--- src/rtl/mfs_pkg.sv ---
package mfs_pkg;
  // capture behaviour for incoming SYSREF edges
  typedef enum logic {
    CAP_SINGLE = 1'b0,
    CAP_CONT   = 1'b1
  } cap_mode_e;

  // datapath width in octets per link clock
  localparam int unsigned OCTETS_PER_BEAT = 4;
  localparam int unsigned BEAT_SHIFT      = $clog2(OCTETS_PER_BEAT);
  // shortest multiframe accepted, in link clocks
  localparam int unsigned MIN_LEN         = 2;
endpackage

--- src/rtl/mfs_len_calc.sv ---
module mfs_len_calc
  import mfs_pkg::*;
#(
  parameter int F_W   = 4,
  parameter int K_W   = 6,
  parameter int CNT_W = 8
) (
  input  logic [F_W-1:0]   octets,
  input  logic [K_W-1:0]   frames,
  output logic [CNT_W-1:0] len,
  output logic             ok
);
  localparam int PROD_W = F_W + K_W;

  logic [PROD_W-1:0] prod;
  logic [PROD_W-1:0] quarter;
  logic              fits;

  assign prod    = PROD_W'(octets) * PROD_W'(frames);
  assign quarter = prod >> BEAT_SHIFT;

  generate
    if (CNT_W >= PROD_W) begin : g_wide
      assign fits = 1'b1;
      assign len  = CNT_W'(quarter);
    end else begin : g_narrow
      assign fits = ~|quarter[PROD_W-1:CNT_W];
      assign len  = quarter[CNT_W-1:0];
    end
  endgenerate

  assign ok = (prod[BEAT_SHIFT-1:0] == '0) &&
              (quarter >= PROD_W'(MIN_LEN)) && fits;
endmodule

--- src/rtl/mfs_period_gen.sv ---
module mfs_period_gen #(
  parameter int CNT_W = 8
) (
  input  logic             clk,
  input  logic             rst,
  input  logic             ok,
  input  logic [CNT_W-1:0] len,
  output logic             pulse
);
  logic [CNT_W-1:0] tick_q;
  logic             last;

  assign last = (tick_q >= len - CNT_W'(1));

  always_ff @(posedge clk) begin
    if (rst || !ok) begin
      tick_q <= '0;
      pulse  <= 1'b0;
    end else begin
      tick_q <= last ? '0 : tick_q + CNT_W'(1);
      pulse  <= last;
    end
  end
endmodule

--- src/rtl/mfs_edge_capture.sv ---
module mfs_edge_capture
  import mfs_pkg::*;
(
  input  logic clk,
  input  logic rst,
  input  logic ok,
  input  logic sref,
  input  logic mode_cont,
  input  logic arm,
  output logic take,
  output logic armed
);
  cap_mode_e mode;
  logic      prev_q;
  logic      rise;

  assign mode = cap_mode_e'(mode_cont);
  assign rise = sref & ~prev_q;
  assign take = ok & rise & ((mode == CAP_CONT) | armed);

  always_ff @(posedge clk) begin
    if (rst) begin
      prev_q <= 1'b0;
      armed  <= 1'b1;
    end else begin
      prev_q <= sref;
      if (arm)
        armed <= 1'b1;
      else if (take && mode == CAP_SINGLE)
        armed <= 1'b0;
    end
  end
endmodule

--- src/rtl/mfs_lmfc_counter.sv ---
module mfs_lmfc_counter #(
  parameter int CNT_W = 8
) (
  input  logic             clk,
  input  logic             rst,
  input  logic             ok,
  input  logic [CNT_W-1:0] len,
  input  logic [CNT_W-1:0] offset,
  input  logic             realign,
  output logic [CNT_W-1:0] cnt,
  output logic             bnd
);
  logic [CNT_W-1:0] off_eff;
  logic [CNT_W-1:0] preload;
  logic             wrap;

  // offsets beyond the multiframe saturate to its last cycle
  assign off_eff = (offset >= len) ? len - CNT_W'(1) : offset;
  assign preload = (off_eff == '0) ? '0 : len - off_eff;
  assign wrap    = (cnt >= len - CNT_W'(1));
  assign bnd     = ok && (cnt == '0);

  always_ff @(posedge clk) begin
    if (rst || !ok)
      cnt <= '0;
    else if (realign)
      cnt <= preload;
    else
      cnt <= wrap ? '0 : cnt + CNT_W'(1);
  end
endmodule

--- src/rtl/mframe_sync_gen.sv ---
module mframe_sync_gen #(
  parameter int F_W   = 4,
  parameter int K_W   = 6,
  parameter int CNT_W = 8
) (
  input  logic             clk_link,
  input  logic             rst_link,
  input  logic [F_W-1:0]   frame_octets,
  input  logic [K_W-1:0]   frames_per_mf,
  input  logic [CNT_W-1:0] lmfc_offset,
  input  logic             mode_cont,
  input  logic             sd_arm,
  input  logic             sysref_in,
  output logic             sysref_out,
  output logic             lmfc_bnd,
  output logic [CNT_W-1:0] lmfc_cnt,
  output logic             cfg_ok,
  output logic             sd_armed
);
  logic [CNT_W-1:0] mf_len;
  logic             take;

  mfs_len_calc #(.F_W(F_W), .K_W(K_W), .CNT_W(CNT_W)) u_len (
    .octets (frame_octets),
    .frames (frames_per_mf),
    .len    (mf_len),
    .ok     (cfg_ok)
  );

  mfs_period_gen #(.CNT_W(CNT_W)) u_gen (
    .clk   (clk_link),
    .rst   (rst_link),
    .ok    (cfg_ok),
    .len   (mf_len),
    .pulse (sysref_out)
  );

  mfs_edge_capture u_cap (
    .clk       (clk_link),
    .rst       (rst_link),
    .ok        (cfg_ok),
    .sref      (sysref_in),
    .mode_cont (mode_cont),
    .arm       (sd_arm),
    .take      (take),
    .armed     (sd_armed)
  );

  mfs_lmfc_counter #(.CNT_W(CNT_W)) u_lmfc (
    .clk     (clk_link),
    .rst     (rst_link),
    .ok      (cfg_ok),
    .len     (mf_len),
    .offset  (lmfc_offset),
    .realign (take),
    .cnt     (lmfc_cnt),
    .bnd     (lmfc_bnd)
  );
endmodule

--- config.mk ---
export PLATFORM = sky130hd
export DESIGN_NAME = mframe_sync_gen
export DESIGN_NICKNAME = d
export VERILOG_FILES = /design/src/rtl/mfs_pkg.sv /design/src/rtl/mfs_len_calc.sv /design/src/rtl/mfs_period_gen.sv /design/src/rtl/mfs_edge_capture.sv /design/src/rtl/mfs_lmfc_counter.sv /design/src/rtl/mframe_sync_gen.sv
export SDC_FILE = /design/constraint.sdc
export NUM_CORES = 1
export LEC_CHECK = 0
export CORE_MARGIN = 4
export CORE_UTILIZATION = 30
export CTS_CLUSTER_DIAMETER = 200
export DETAILED_ROUTE_END_ITERATION = 6
export PLACE_DENSITY = 0.46
export SYNTH_ARGS = -nofsm -noshare
export SYNTH_HDL_FRONTEND = slang
export SYNTH_SLANG_ARGS = --single-unit
--- constraint.sdc ---
create_clock -name clk_link -period 8.9 [get_ports clk_link]
set_clock_uncertainty 0.2 [all_clocks]
set_input_delay 1.335 -clock clk_link [delete_from_list [all_inputs] [get_ports clk_link]]
set_output_delay 1.335 -clock clk_link [all_outputs]
set_load 0.005 [all_outputs]
==> results.sh, run 1 <==
export IMPL_cts_resized_gates=0
export IMPL_min_path_cells=2
export IMPL_cp_max_fo=8
export IMPL_fillers=972
export IMPL_synthAdderAreaFrac_pct=27.0
export IMPL_yosys_area_share_simple_pct=23.8
export IMPL_final_common_cell="ha_1"
export IMPL_hold_start="u_cap.armed$_SDFFE_PP1P_"
export IMPL_die_area_sq_um=11100
export IMPL_worstMarginPinSlew_ns=0.828
export IMPL_synth_distinct_cells=60
export IMPL_setup_tns_ns=0
export IMPL_grt_overflow=0
export IMPL_whs_endpoint="u_cap.armed$_SDFFE_PP1P_"
export IMPL_cts_sinks=19
export IMPL_antenna_left=0
export IMPL_synth_top_family_by_area="adder cells"
export IMPL_crit_path_end_kind="flip-flop"
export IMPL_path_clk_slew_ns=0.07
export IMPL_p_sw_uw=359
export IMPL_holdBufCountCts=0
export IMPL_timing_rr_start="u_lmfc.cnt[0]$_SDFF_PP0_"
export IMPL_synth_edf_count=0
export IMPL_antenna_found_initial=0
export IMPL_peakVddDrop_uv=60.7
export IMPL_max_cap_violations=0
export IMPL_layout_common_cells="45 x ha_1, 34 x inv_1, 34 x clkdlybuf4s50_1"
export IMPL_cts_setup_buffers=0
export IMPL_syn_inst=355
export IMPL_total_leakage_power_uw=0.00145
export IMPL_cts_inserted_buffers=3
export IMPL_ys_flop_type="dfxtp_1"
export IMPL_vias=2567
export IMPL_yosysWarnings=0
export IMPL_drt_total_wl_mm=7.46
export IMPL_rsz0062_at_grt="false"
export IMPL_cts_tree="built"
export IMPL_routedWlPerCell_microns=14.3
export IMPL_max_freq_mhz=123
export IMPL_status="finished, final reports clean"
export IMPL_grt_usage_pct=14.1
export IMPL_drive_above_1_share_pct=6.63
export IMPL_min_path_type="flip-flop to flip-flop"
export IMPL_final_nets=470
export IMPL_portBuffers=34
export IMPL_grt_max_degree=18
export IMPL_cts_buffer_depth=2
export IMPL_fin_crit_ns=8.13
export IMPL_die_w_microns=105
export IMPL_dp_hpwl_mm=6.28
export IMPL_drt_pre_antenna_iters=4
export IMPL_cp_required_ns=8.89
export IMPL_io_pins=35
export IMPL_multi_input_area_sq_um=2310
export IMPL_h_tree_depth=1
export IMPL_grt_pass1_wl_mm=12.9
export IMPL_synth_compound_area_share_pct=21.3
export IMPL_antenna_cells=0
export IMPL_syn_avg_cell_area_sq_um=8.00
export IMPL_die_h_microns=105
export IMPL_synth_top_cells_by_area="ha_1 20%, dfxtp_1 13%, fa_1 6.3%"
export IMPL_r2r_end="u_lmfc.cnt[6]$_SDFF_PP0_"
export IMPL_async_reset_ff_share_pct=0
export IMPL_arrival_ns=8.12
export IMPL_reg2reg_depth=14
export IMPL_setup_viol=0
export IMPL_sequentialPowerShare_pct=14.0
export IMPL_synth_fp_nets=432
export IMPL_grt_pass1_vias=2590
export IMPL_post_route_drc_count=0
export IMPL_synth_top_cell_by_area="ha_1"
export IMPL_drtIter0Drc=99
export IMPL_rrSetupSlack_ns=6.06
export IMPL_clock_latency_ns=0.25
export IMPL_viasPerCell=4.93
export IMPL_yosysTopAreaCellShare_pct=19.8
export IMPL_synth_seq_cells=19
export IMPL_num_rows=35
export IMPL_synth_seq_area_share_pct=13.4
export IMPL_start_util_pct=30.7
export IMPL_synth_mux_area_share_pct=0.352
export IMPL_core_sq_um=9240
export IMPL_gp_congestion=0.848
export IMPL_finalHoldViolations=0
export IMPL_whs_ns=0.289
export IMPL_syn_cell_area_sq_um=2840
export IMPL_p_int_uw=364
export IMPL_finalCritPeriodShare_pct=91.4
export IMPL_register_area_sq_um=380
export IMPL_clock_root_buffer="clkbuf_8"
export IMPL_synth_xor_area_share_pct=8.90
export IMPL_worstSetupPathType="input port to flip-flop"
export IMPL_area_growth_pct=19.5
export IMPL_clock_power_share_pct=8.4
export IMPL_powerDensity_nw_per_um2=213
export IMPL_final_max_slew_violation_count=0
export IMPL_start_kind="input port"
export IMPL_switching_share_pct=49.6
export IMPL_max_slew_margin_rel_pct=44.8
export IMPL_power_frac_comb_pct=77.6
==> layer usage <==
| layer | GRT usage, % | routed length (microns) | vias to the layer above |
|---|---|---|---|
| li1 | - | - | 1318 |
| met1 | 18.6 | 3530 | 1195 |
| met2 | 25.0 | 3630 | 48 |
| met3 | 1.10 | 226 | 6 |
| met4 | 3.19 | 65 | 0 |
| met5 | 0 | 0 | - |
==> registers in the layout, indices dropped and copies added, names as in the netlist <==
register	cells
u_cap.prev_q	1
u_gen.pulse	1
u_gen.tick_q	8
u_lmfc.cnt	8
u_cap.armed	1
==> synth_stat cells, types with 3 or more instances <==
| cell | number |
|---|---|
| ha_1 | 45 |
| inv_1 | 34 |
| nor2_1 | 33 |
| nand2_1 | 25 |
| dfxtp_1 | 19 |
| a21oi_1 | 18 |
| and2_1 | 18 |
| o21ai_0 | 16 |
| xnor2_1 | 16 |
| nand3_1 | 13 |
| xor2_1 | 11 |
| fa_1 | 9 |
| nand2b_1 | 9 |
| nor2b_1 | 6 |
| nor3_1 | 6 |
| and3_1 | 5 |
| a2bb2oi_1 | 4 |
| o21ai_1 | 4 |
| o22ai_1 | 4 |
| or2_2 | 4 |
| a21o_1 | 3 |
| clkbuf_1 | 3 |
| o21a_1 | 3 |
==> through the flow <==
stage	setup slack (ns)	std cells	util (%)	instance area (sq um)	power (uW)
6_report	0.769	521	36.7	3390	722
5_1_grt	0.296	521	36.7	3390	804
3_5_place_dp	0.500	517	36.2	3350	662
4_1_cts	0.761	521	36.7	3390	727
2_1_floorplan	1.24	355	-	2840	510
3_3_place_gp	0.687	517	36.2	3350	665
==> cell families (layout without fill, tap and decap cells) <==
group,count (synthesis),count (layout)
AO/OA/AOI/OAI,80,80
XOR/XNOR,28,28
AND/OR/NAND/NOR,132,132
buffers and inverters,39,76
multiplexers,1,1
adder cells (fa/ha/maj),56,56
flip-flops,19,19
==> area by class of cell <==
class | instances | area share, %
multi-input cells | 297 | 68.1
flip-flops and latches | 19 | 11.2
repair buffers | 37 | 10.7
well taps | 129 | 4.76
inverters | 35 | 3.87
clock buffers | 4 | 1.33
==> power by group through the flow <==
| stage | Clock, uW | Sequential, uW | Combinational (uW) |
|---|---|---|---|
| global route | 69.7 | 103 | 632 |
| finish | 60.4 | 101 | 561 |
| detailed placement | 0 | 103 | 559 |
| CTS | 62.7 | 101 | 562 |
| global placement | 0 | 104 | 561 |
| floorplan | 0 | 101 | 409 |
==> critical path, stage by stage <==
cell and delay, ns:
clkdlybuf4s50_1 0.48, and2_1 0.19, fa_1 0.53, inv_1 0.05
fa_1 0.53, inv_1 0.04, ha_1 0.35, a21oi_1 0.10
xnor2_1 0.50, inv_1 0.13, ha_1 0.31, o21ai_0 0.07
a21oi_1 0.20, o22ai_1 0.14, maj3_4 0.41, a31oi_4 0.20
mux2i_1 0.32, ha_1 0.28, a21oi_1 0.29, a21oi_1 0.20
and4_1 0.27, o41ai_2 0.35, a22oi_2 0.15, a22oi_2 0.25
o2bb2ai_1 0.11, xor2_1 0.17, o22ai_1 0.15
==> worst max path at each step <==
stage	startpoint	end	slack, ns	depth (start not counted)
2_1_floorplan	frames_per_mf[1]	u_lmfc.cnt[7]$_SDFF_PP0_	1.24	26
4_1_cts	frame_octets[3]	u_lmfc.cnt[7]$_SDFF_PP0_	0.76	27
3_3_place_gp	frame_octets[3]	u_lmfc.cnt[7]$_SDFF_PP0_	0.69	27
3_5_place_dp	frame_octets[3]	u_lmfc.cnt[7]$_SDFF_PP0_	0.50	27
6_report	frame_octets[3]	u_lmfc.cnt[7]$_SDFF_PP0_	0.77	27
5_1_grt	frame_octets[3]	u_lmfc.cnt[7]$_SDFF_PP0_	0.30	27
No activity file was read; power rests on OpenSTA's default activity.
==> inputs of run 2 (changes only) <==
==> constraint.sdc (replaced) <==
create_clock -name clk_link -period 7.7 [get_ports clk_link]
set_clock_uncertainty 0.2 [all_clocks]
set_input_delay 1.155 -clock clk_link [delete_from_list [all_inputs] [get_ports clk_link]]
set_output_delay 1.155 -clock clk_link [all_outputs]
set_load 0.005 [all_outputs]
==> run 2 against run 1 <==
Die area unchanged. Critical path depth decreased by 1. Power increased by 20%. Via count increased by 2.2%. Sequential share of layout area decreased by 0.25 points. First-iteration DRC count increased by 12%. Wire length increased by 2.9%. Non-clock buffer count increased by 8. Register-to-register slack got worse by 1.2 ns. Final cell count increased by 1.5%. Design area increased by 2.2%. Worst hold slack got worse by 0.0015 ns. Critical endpoint unchanged. Highest routed layer unchanged.
==> results.sh, run 2 (same netlist as run 1, synthesis figures left out) <==
export IMPL_post_route_drc_count=0
export IMPL_final_nets=478
export IMPL_cp_required_ns=7.69
export IMPL_clock_latency_ns=0.25
export IMPL_path_clk_slew_ns=0.07
export IMPL_crit_path_end_kind="flip-flop"
export IMPL_start_kind="input port"
export IMPL_dp_hpwl_mm=6.49
export IMPL_grt_pass1_vias=2613
export IMPL_drtIter0Drc=111
export IMPL_top_regs="u_gen.tick_q x8, u_lmfc.cnt x8"
export IMPL_drt_pre_antenna_iters=4
export IMPL_sequentialPowerShare_pct=13.5
export IMPL_status="finished, final reports clean"
export IMPL_antenna_cells=0
export IMPL_switching_share_pct=48.6
export IMPL_max_cap_violations=0
export IMPL_worstSetupPathType="input port to flip-flop"
export IMPL_powerDensity_nw_per_um2=250
export IMPL_p_total_uw=868
export IMPL_cts_inserted_buffers=3
export IMPL_p_int_uw=447
export IMPL_hold_start="u_gen.tick_q[0]$_SDFF_PP0_"
export IMPL_power_frac_comb_pct=78.6
export IMPL_peakVddDrop_uv=71.5
export IMPL_max_slew_margin_rel_pct=52.8
export IMPL_setup_tns_ns=0
export IMPL_rsz0062_at_grt="false"
export IMPL_holdBufCountCts=0
export IMPL_vias=2623
export IMPL_clock_root_buffer="clkbuf_8"
export IMPL_antenna_left=0
export IMPL_cp_max_fo=8
export IMPL_finalCritPeriodShare_pct=94.4
export IMPL_p_sw_uw=422
export IMPL_min_path_type="flip-flop to flip-flop"
export IMPL_timing_rr_start="u_lmfc.cnt[0]$_SDFF_PP0_"
export IMPL_fin_crit_ns=7.27
export IMPL_h_tree_depth=1
export IMPL_max_freq_mhz=138
export IMPL_worstMarginPinSlew_ns=0.702
export IMPL_gp_congestion=0.874
export IMPL_routedWlPerCell_microns=14.5
export IMPL_die_h_microns=105
export IMPL_core_sq_um=9240
export IMPL_antenna_found_initial=0
export IMPL_layout_common_cells="45 x ha_1, 34 x inv_1, 33 x nor2_1"
export IMPL_crit_start="frames_per_mf[1]"
export IMPL_final_max_slew_violation_count=0
export IMPL_die_area_sq_um=11100
export IMPL_drt_total_wl_mm=7.67
export IMPL_total_leakage_power_uw=0.00150
export IMPL_final_common_cell="ha_1"
export IMPL_num_rows=35
export IMPL_viasPerCell=4.96
export IMPL_clock_power_share_pct=7.9
export IMPL_start_util_pct=30.7
export IMPL_drive_above_1_share_pct=9.25
export IMPL_cts_tree="built"
export IMPL_area_growth_pct=22.2
export IMPL_grt_max_degree=18
export IMPL_grt_usage_pct=14.1
export IMPL_die_w_microns=105
export IMPL_grt_pass1_wl_mm=12.9
export IMPL_io_pins=35
export IMPL_fillers=984
export IMPL_cts_buffer_depth=2
export IMPL_portBuffers=34
export IMPL_arrival_ns=7.25
export IMPL_grt_overflow=0
export IMPL_setup_viol=0
export IMPL_cts_setup_buffers=0
export IMPL_cts_sinks=19
export IMPL_finalHoldViolations=0
-- run 2: cell types whose count changed in the layout (fill, tap and decap cells not counted), moves of 2 or more --
cell	delta
a21oi_2	+2
buf_4	+8
a21oi_1	-2
clkdlybuf4s50_1	-2
dlymetal6s2s_1	+2
-- run 2: power by group through the flow --
stage | clock [uW] | sequential (uW) | combinational, uW
after global routing | 74.6 | 119 | 766
after detailed placement | 0 | 120 | 671
final | 68.6 | 117 | 682
after floorplan | 0 | 116 | 473
after CTS | 72.1 | 118 | 675
after global placement | 0 | 120 | 670
-- run 2: worst paths after layout --
kind	endpoint	slack [ns]	cells after the start
max	u_lmfc.cnt[7]$_SDFF_PP0_	0.43	26
max reg2reg	u_lmfc.cnt[6]$_SDFF_PP0_	4.86	14
min reg2reg	u_gen.tick_q[0]$_SDFF_PP0_	0.29	1
min	u_gen.tick_q[0]$_SDFF_PP0_	0.29	1
-- run 2: metrics by stage --
| step | hold slack (ns) | utilization [%] | setup slack (ns) | cells | cell area (sq um) |
|---|---|---|---|---|---|
| after floorplan | 0.241 | - | 0.220 | 355 | 2840 |
| after global placement | 0.272 | 36.9 | 0.181 | 525 | 3410 |
| after detailed placement | 0.279 | 36.9 | 0.0508 | 525 | 3410 |
| after CTS | 0.297 | 37.4 | 0.309 | 529 | 3450 |
| after global routing | 0.338 | 37.5 | 0.00279 | 529 | 3470 |
| final | 0.288 | 37.5 | 0.434 | 529 | 3470 |
-- run 2: per-layer routing --
metal | up-vias | GRT usage (%) | share of wire (%)
li1 | 1342 | - | -
met1 | 1239 | 18.9 | 48
met2 | 34 | 24.7 | 48
met3 | 8 | 0.980 | 3.0
met4 | 0 | 3.28 | 1.4
met5 | - | 0 | 0
-- run 2: repair_timing --
item                                    CTS  global route
hold endpoints to repair                  0             0
endpoints found under the setup margin    0             2
gates resized for setup                   0             6
-- run 2: area by class of cell --
| cell class | instances | area (sq um) | area share (%) |
|---|---|---|---|
| clock buffers | 4 | 45.0 | 1.30 |
| inverters | 35 | 131 | 3.79 |
| multi-input cells | 297 | 2320 | 67.0 |
| flip-flops and latches | 19 | 380 | 11.0 |
| well taps | 129 | 161 | 4.65 |
| repair buffers | 45 | 428 | 12.3 |
-- run 2: worst max-delay path, cell delays in order --
cell and delay [ns]:
clkdlybuf4s50_1 0.45, and2_1 0.20, fa_1 0.53, inv_1 0.05
fa_1 0.52, inv_1 0.04, ha_1 0.34, nor2b_1 0.17
o31a_1 0.28, a21oi_1 0.18, inv_1 0.09, ha_1 0.28
o22ai_1 0.08, maj3_4 0.40, a31oi_4 0.22, mux2i_2 0.26
ha_1 0.27, a21oi_2 0.20, a21oi_2 0.11, and4_1 0.24
o41ai_2 0.36, a22oi_2 0.15, a22oi_2 0.24, o2bb2ai_1 0.11
xor2_1 0.17, o22ai_1 0.15
==> inputs of run 3 (changes only) <==
--- a/config.mk
+++ b/config.mk
@@ -5,11 +5,13 @@
 export SDC_FILE = /design/constraint.sdc
 export NUM_CORES = 1
 export LEC_CHECK = 0
+export ABC_AREA = 1
 export CORE_MARGIN = 4
 export CORE_UTILIZATION = 30
 export CTS_CLUSTER_DIAMETER = 200
 export DETAILED_ROUTE_END_ITERATION = 6
-export PLACE_DENSITY = 0.46
+export PLACE_DENSITY = 0.55
 export SYNTH_ARGS = -nofsm -noshare
 export SYNTH_HDL_FRONTEND = slang
+export SYNTH_HIERARCHICAL = 1
 export SYNTH_SLANG_ARGS = --single-unit
==> run 3 against run 2 <==
Worst hold slack got worse by 0.019 ns. Maximum frequency increased by 5.8%. Sequential power decreased by 3%. Flip-flop and latch count unchanged. Setup slack improved by 0.40 ns. First-iteration DRC count increased by 27%. Non-clock buffer count decreased by 11. Register-to-register slack improved by 0.56 ns. Wire length decreased by 6.9%. Via count increased by 14%. Sequential share of layout area decreased by 0.61 points. Critical endpoint is now u_lmfc/cnt[6]$_SDFF_PP0_.
==> results.sh, run 3 <==
export IMPL_synth_common_cells="121 x nand2_1, 104 x inv_1, 51 x ha_1"
export IMPL_syn_inst=487
export IMPL_max_slew_margin_rel_pct=58.4
export IMPL_p_total_uw=745
export IMPL_grt_max_degree=12
export IMPL_die_w_microns=110
export IMPL_p_int_uw=368
export IMPL_finalHoldViolations=0
export IMPL_cts_sinks=19
export IMPL_finalWorstSetupSlack_ns=0.829
export IMPL_area_growth_pct=17.3
export IMPL_rrSetupSlack_ns=5.42
export IMPL_worstMarginPinSlew_ns=0.625
export IMPL_peakVddDrop_uv=67.3
export IMPL_synth_distinct_cells=33
export IMPL_ys_flop_type="dfxtp_1"
export IMPL_endpoint="u_lmfc/cnt[6]$_SDFF_PP0_"
export IMPL_multi_input_area_sq_um=2340
export IMPL_power_frac_comb_pct=75.4
export IMPL_portBuffers=34
export IMPL_timing_rr_start="u_lmfc/cnt[1]$_SDFF_PP0_"
export IMPL_drtIter0Drc=141
export IMPL_layout_common_cells="121 x nand2_1, 104 x inv_1, 51 x ha_1"
export IMPL_final_max_slew_violation_count=0
export IMPL_cp_required_ns=7.69
export IMPL_post_place_ws_ns=0.585
export IMPL_highest_layer="met4"
export IMPL_met1Wirelength_mm=3.48
export IMPL_final_common_cell="nand2_1"
export IMPL_clock_latency_ns=0.26
export IMPL_holdBufCountCts=0
export IMPL_max_freq_mhz=146
export IMPL_gp_congestion=0.851
export IMPL_grt_pass1_wl_mm=12.6
export IMPL_final_nets=607
export IMPL_fin_crit_ns=6.87
export IMPL_reg2reg_depth=8
export IMPL_fin_util_pct=35.9
export IMPL_slowest_delay_ns=0.57
export IMPL_synth_seq_area_share_pct=12.1
export IMPL_path_clk_slew_ns=0.07
export IMPL_max_cap_violations=0
export IMPL_dp_hpwl_mm=6.05
export IMPL_synth_edf_count=0
export IMPL_io_pins=35
export IMPL_min_path_type="flip-flop to flip-flop"
export IMPL_num_rows=37
export IMPL_wl_met3_microns=129
export IMPL_r2r_end="u_lmfc/cnt[5]$_SDFF_PP0_"
export IMPL_grt_usage_pct=12.5
export IMPL_cpMostUsedCell="nand2_1"
export IMPL_switching_share_pct=50.6
export IMPL_yosysTopAreaCellShare_pct=20.4
export IMPL_setup_tns_ns=0
export IMPL_start_kind="input port"
export IMPL_status="finished, final reports clean"
export IMPL_drt_total_wl_mm=7.14
export IMPL_grt_overflow=0
export IMPL_cts_setup_buffers=0
export IMPL_top_regs="u_gen/tick_q x8, u_lmfc/cnt x8"
export IMPL_synth_top_cells_by_area="ha_1 20%, nand2_1 14%, inv_1 12%"
export IMPL_fillers=1082
export IMPL_async_reset_ff_share_pct=0
export IMPL_crit_path_end_kind="flip-flop"
export IMPL_syn_cell_area_sq_um=3130
export IMPL_p_sw_uw=377
export IMPL_slowest_stage="clkdlybuf4s50_1"
export IMPL_vias=2997
export IMPL_die_h_microns=110
export IMPL_viasPerCell=4.55
export IMPL_finalCritPeriodShare_pct=89.2
export IMPL_yosysMostFrequentCell="nand2_1"
export IMPL_post_route_drc_count=0
export IMPL_cts_inserted_buffers=3
export IMPL_antenna_left=0
export IMPL_setup_viol=0
export IMPL_antenna_cells=0
export IMPL_die_area_sq_um=12100
export IMPL_arrival_ns=6.86
export IMPL_clock_power_share_pct=9.5
export IMPL_cts_buffer_depth=2
export IMPL_core_sq_um=10200
export IMPL_rsz0062_at_grt="false"
export IMPL_drt_pre_antenna_iters=4
export IMPL_crit_start="frame_octets[3]"
export IMPL_sequentialPowerShare_pct=15.1
export IMPL_synth_fp_nets=570
export IMPL_dr_wl_met2_mm=3.50
export IMPL_h_tree_depth=1
export IMPL_synth_top_cell_by_area="ha_1"
export IMPL_cts_tree="built"
export IMPL_antenna_found_initial=0
export IMPL_grt_pass1_vias=2909
export IMPL_cp_max_fo=11
export IMPL_start_util_pct=30.6
export IMPL_yosysWarnings=6
export IMPL_powerDensity_nw_per_um2=203
export IMPL_total_leakage_power_uw=0.00195
export IMPL_synth_seq_cells=19
export IMPL_clock_root_buffer="clkbuf_8"
export IMPL_syn_avg_cell_area_sq_um=6.43
export IMPL_routedWlPerCell_microns=10.8
export IMPL_drive_above_1_share_pct=5.74
export IMPL_cts_resized_gates=0
export IMPL_register_area_sq_um=380
export IMPL_worstSetupPathType="input port to flip-flop"
[run 3: how the worst min path moves through the flow]
| stage | start | end | slack (ns) | depth (start not counted) |
|---|---|---|---|---|
| after detailed placement | u_gen/tick_q[0]$_SDFF_PP0_ | u_gen/tick_q[0]$_SDFF_PP0_ | 0.26 | 1 |
| after global routing | u_gen/tick_q[0]$_SDFF_PP0_ | u_gen/tick_q[0]$_SDFF_PP0_ | 0.29 | 1 |
| after CTS | u_gen/tick_q[0]$_SDFF_PP0_ | u_gen/tick_q[0]$_SDFF_PP0_ | 0.28 | 1 |
| final | u_gen/tick_q[0]$_SDFF_PP0_ | u_gen/tick_q[0]$_SDFF_PP0_ | 0.27 | 1 |
| after global placement | u_gen/tick_q[0]$_SDFF_PP0_ | u_gen/tick_q[0]$_SDFF_PP0_ | 0.25 | 1 |
| after floorplan | u_gen/tick_q[0]$_SDFF_PP0_ | u_gen/tick_q[0]$_SDFF_PP0_ | 0.23 | 1 |
[run 3: layout make-up]
class	instances	share of cell area, %
Multi-Input combinational cell	361	63.8
Inverter	105	10.7
Sequential cell	19	10.4
Timing Repair Buffer	34	9.26
Tap cell	136	4.63
Clock buffer	3	1.12
Clock inverter	1	0.136
[run 3: logic make-up (layout without fill, tap and decap cells)]
kind of cell	Yosys count	after routing	synth area share [%]
XOR/XNOR	20	20	5.59
AO/OA/AOI/OAI	47	47	8.47
AND/OR/NAND/NOR	234	234	34.6
adder cells (fa/ha/maj)	60	60	26.1
buffers and inverters	107	143	13.1
flip-flops	19	19	12.1
[run 3: power groups by stage]
| stage | logic [uW] | clock network [uW] | registers [uW] |
|---|---|---|---|
| 4_1_cts | 568 | 73.4 | 113 |
| 3_5_place_dp | 563 | 0 | 115 |
| 2_1_floorplan | 433 | 0 | 114 |
| 3_3_place_gp | 558 | 0 | 115 |
| 5_1_grt | 659 | 77.0 | 113 |
| 6_report | 562 | 70.5 | 113 |
[run 3: per-stage QoR]
step           cells  hold WS (ns)  cell area, sq um
6_report         659         0.269              3670
5_1_grt          659         0.289              3670
4_1_cts          659         0.277              3670
3_5_place_dp     655         0.258              3630
3_3_place_gp     655         0.248              3630
2_1_floorplan    487         0.229              3130
[run 3: critical path: cells and delay by family]
kind / cells / cell delay [ns]
AND/OR/NAND/NOR: 15 / 1.45
adder cells (fa/ha/maj): 6 / 2.41
buffers and inverters: 7 / 1.16
XOR/XNOR: 1 / 0.14
AO/OA/AOI/OAI: 3 / 0.54
[run 3: routing by layer]
metal	track usage (%)	up-vias
li1	-	1613
met1	16.0	1361
met2	22.9	21
met3	1.51	2
met4	1.76	0
met5	0	-
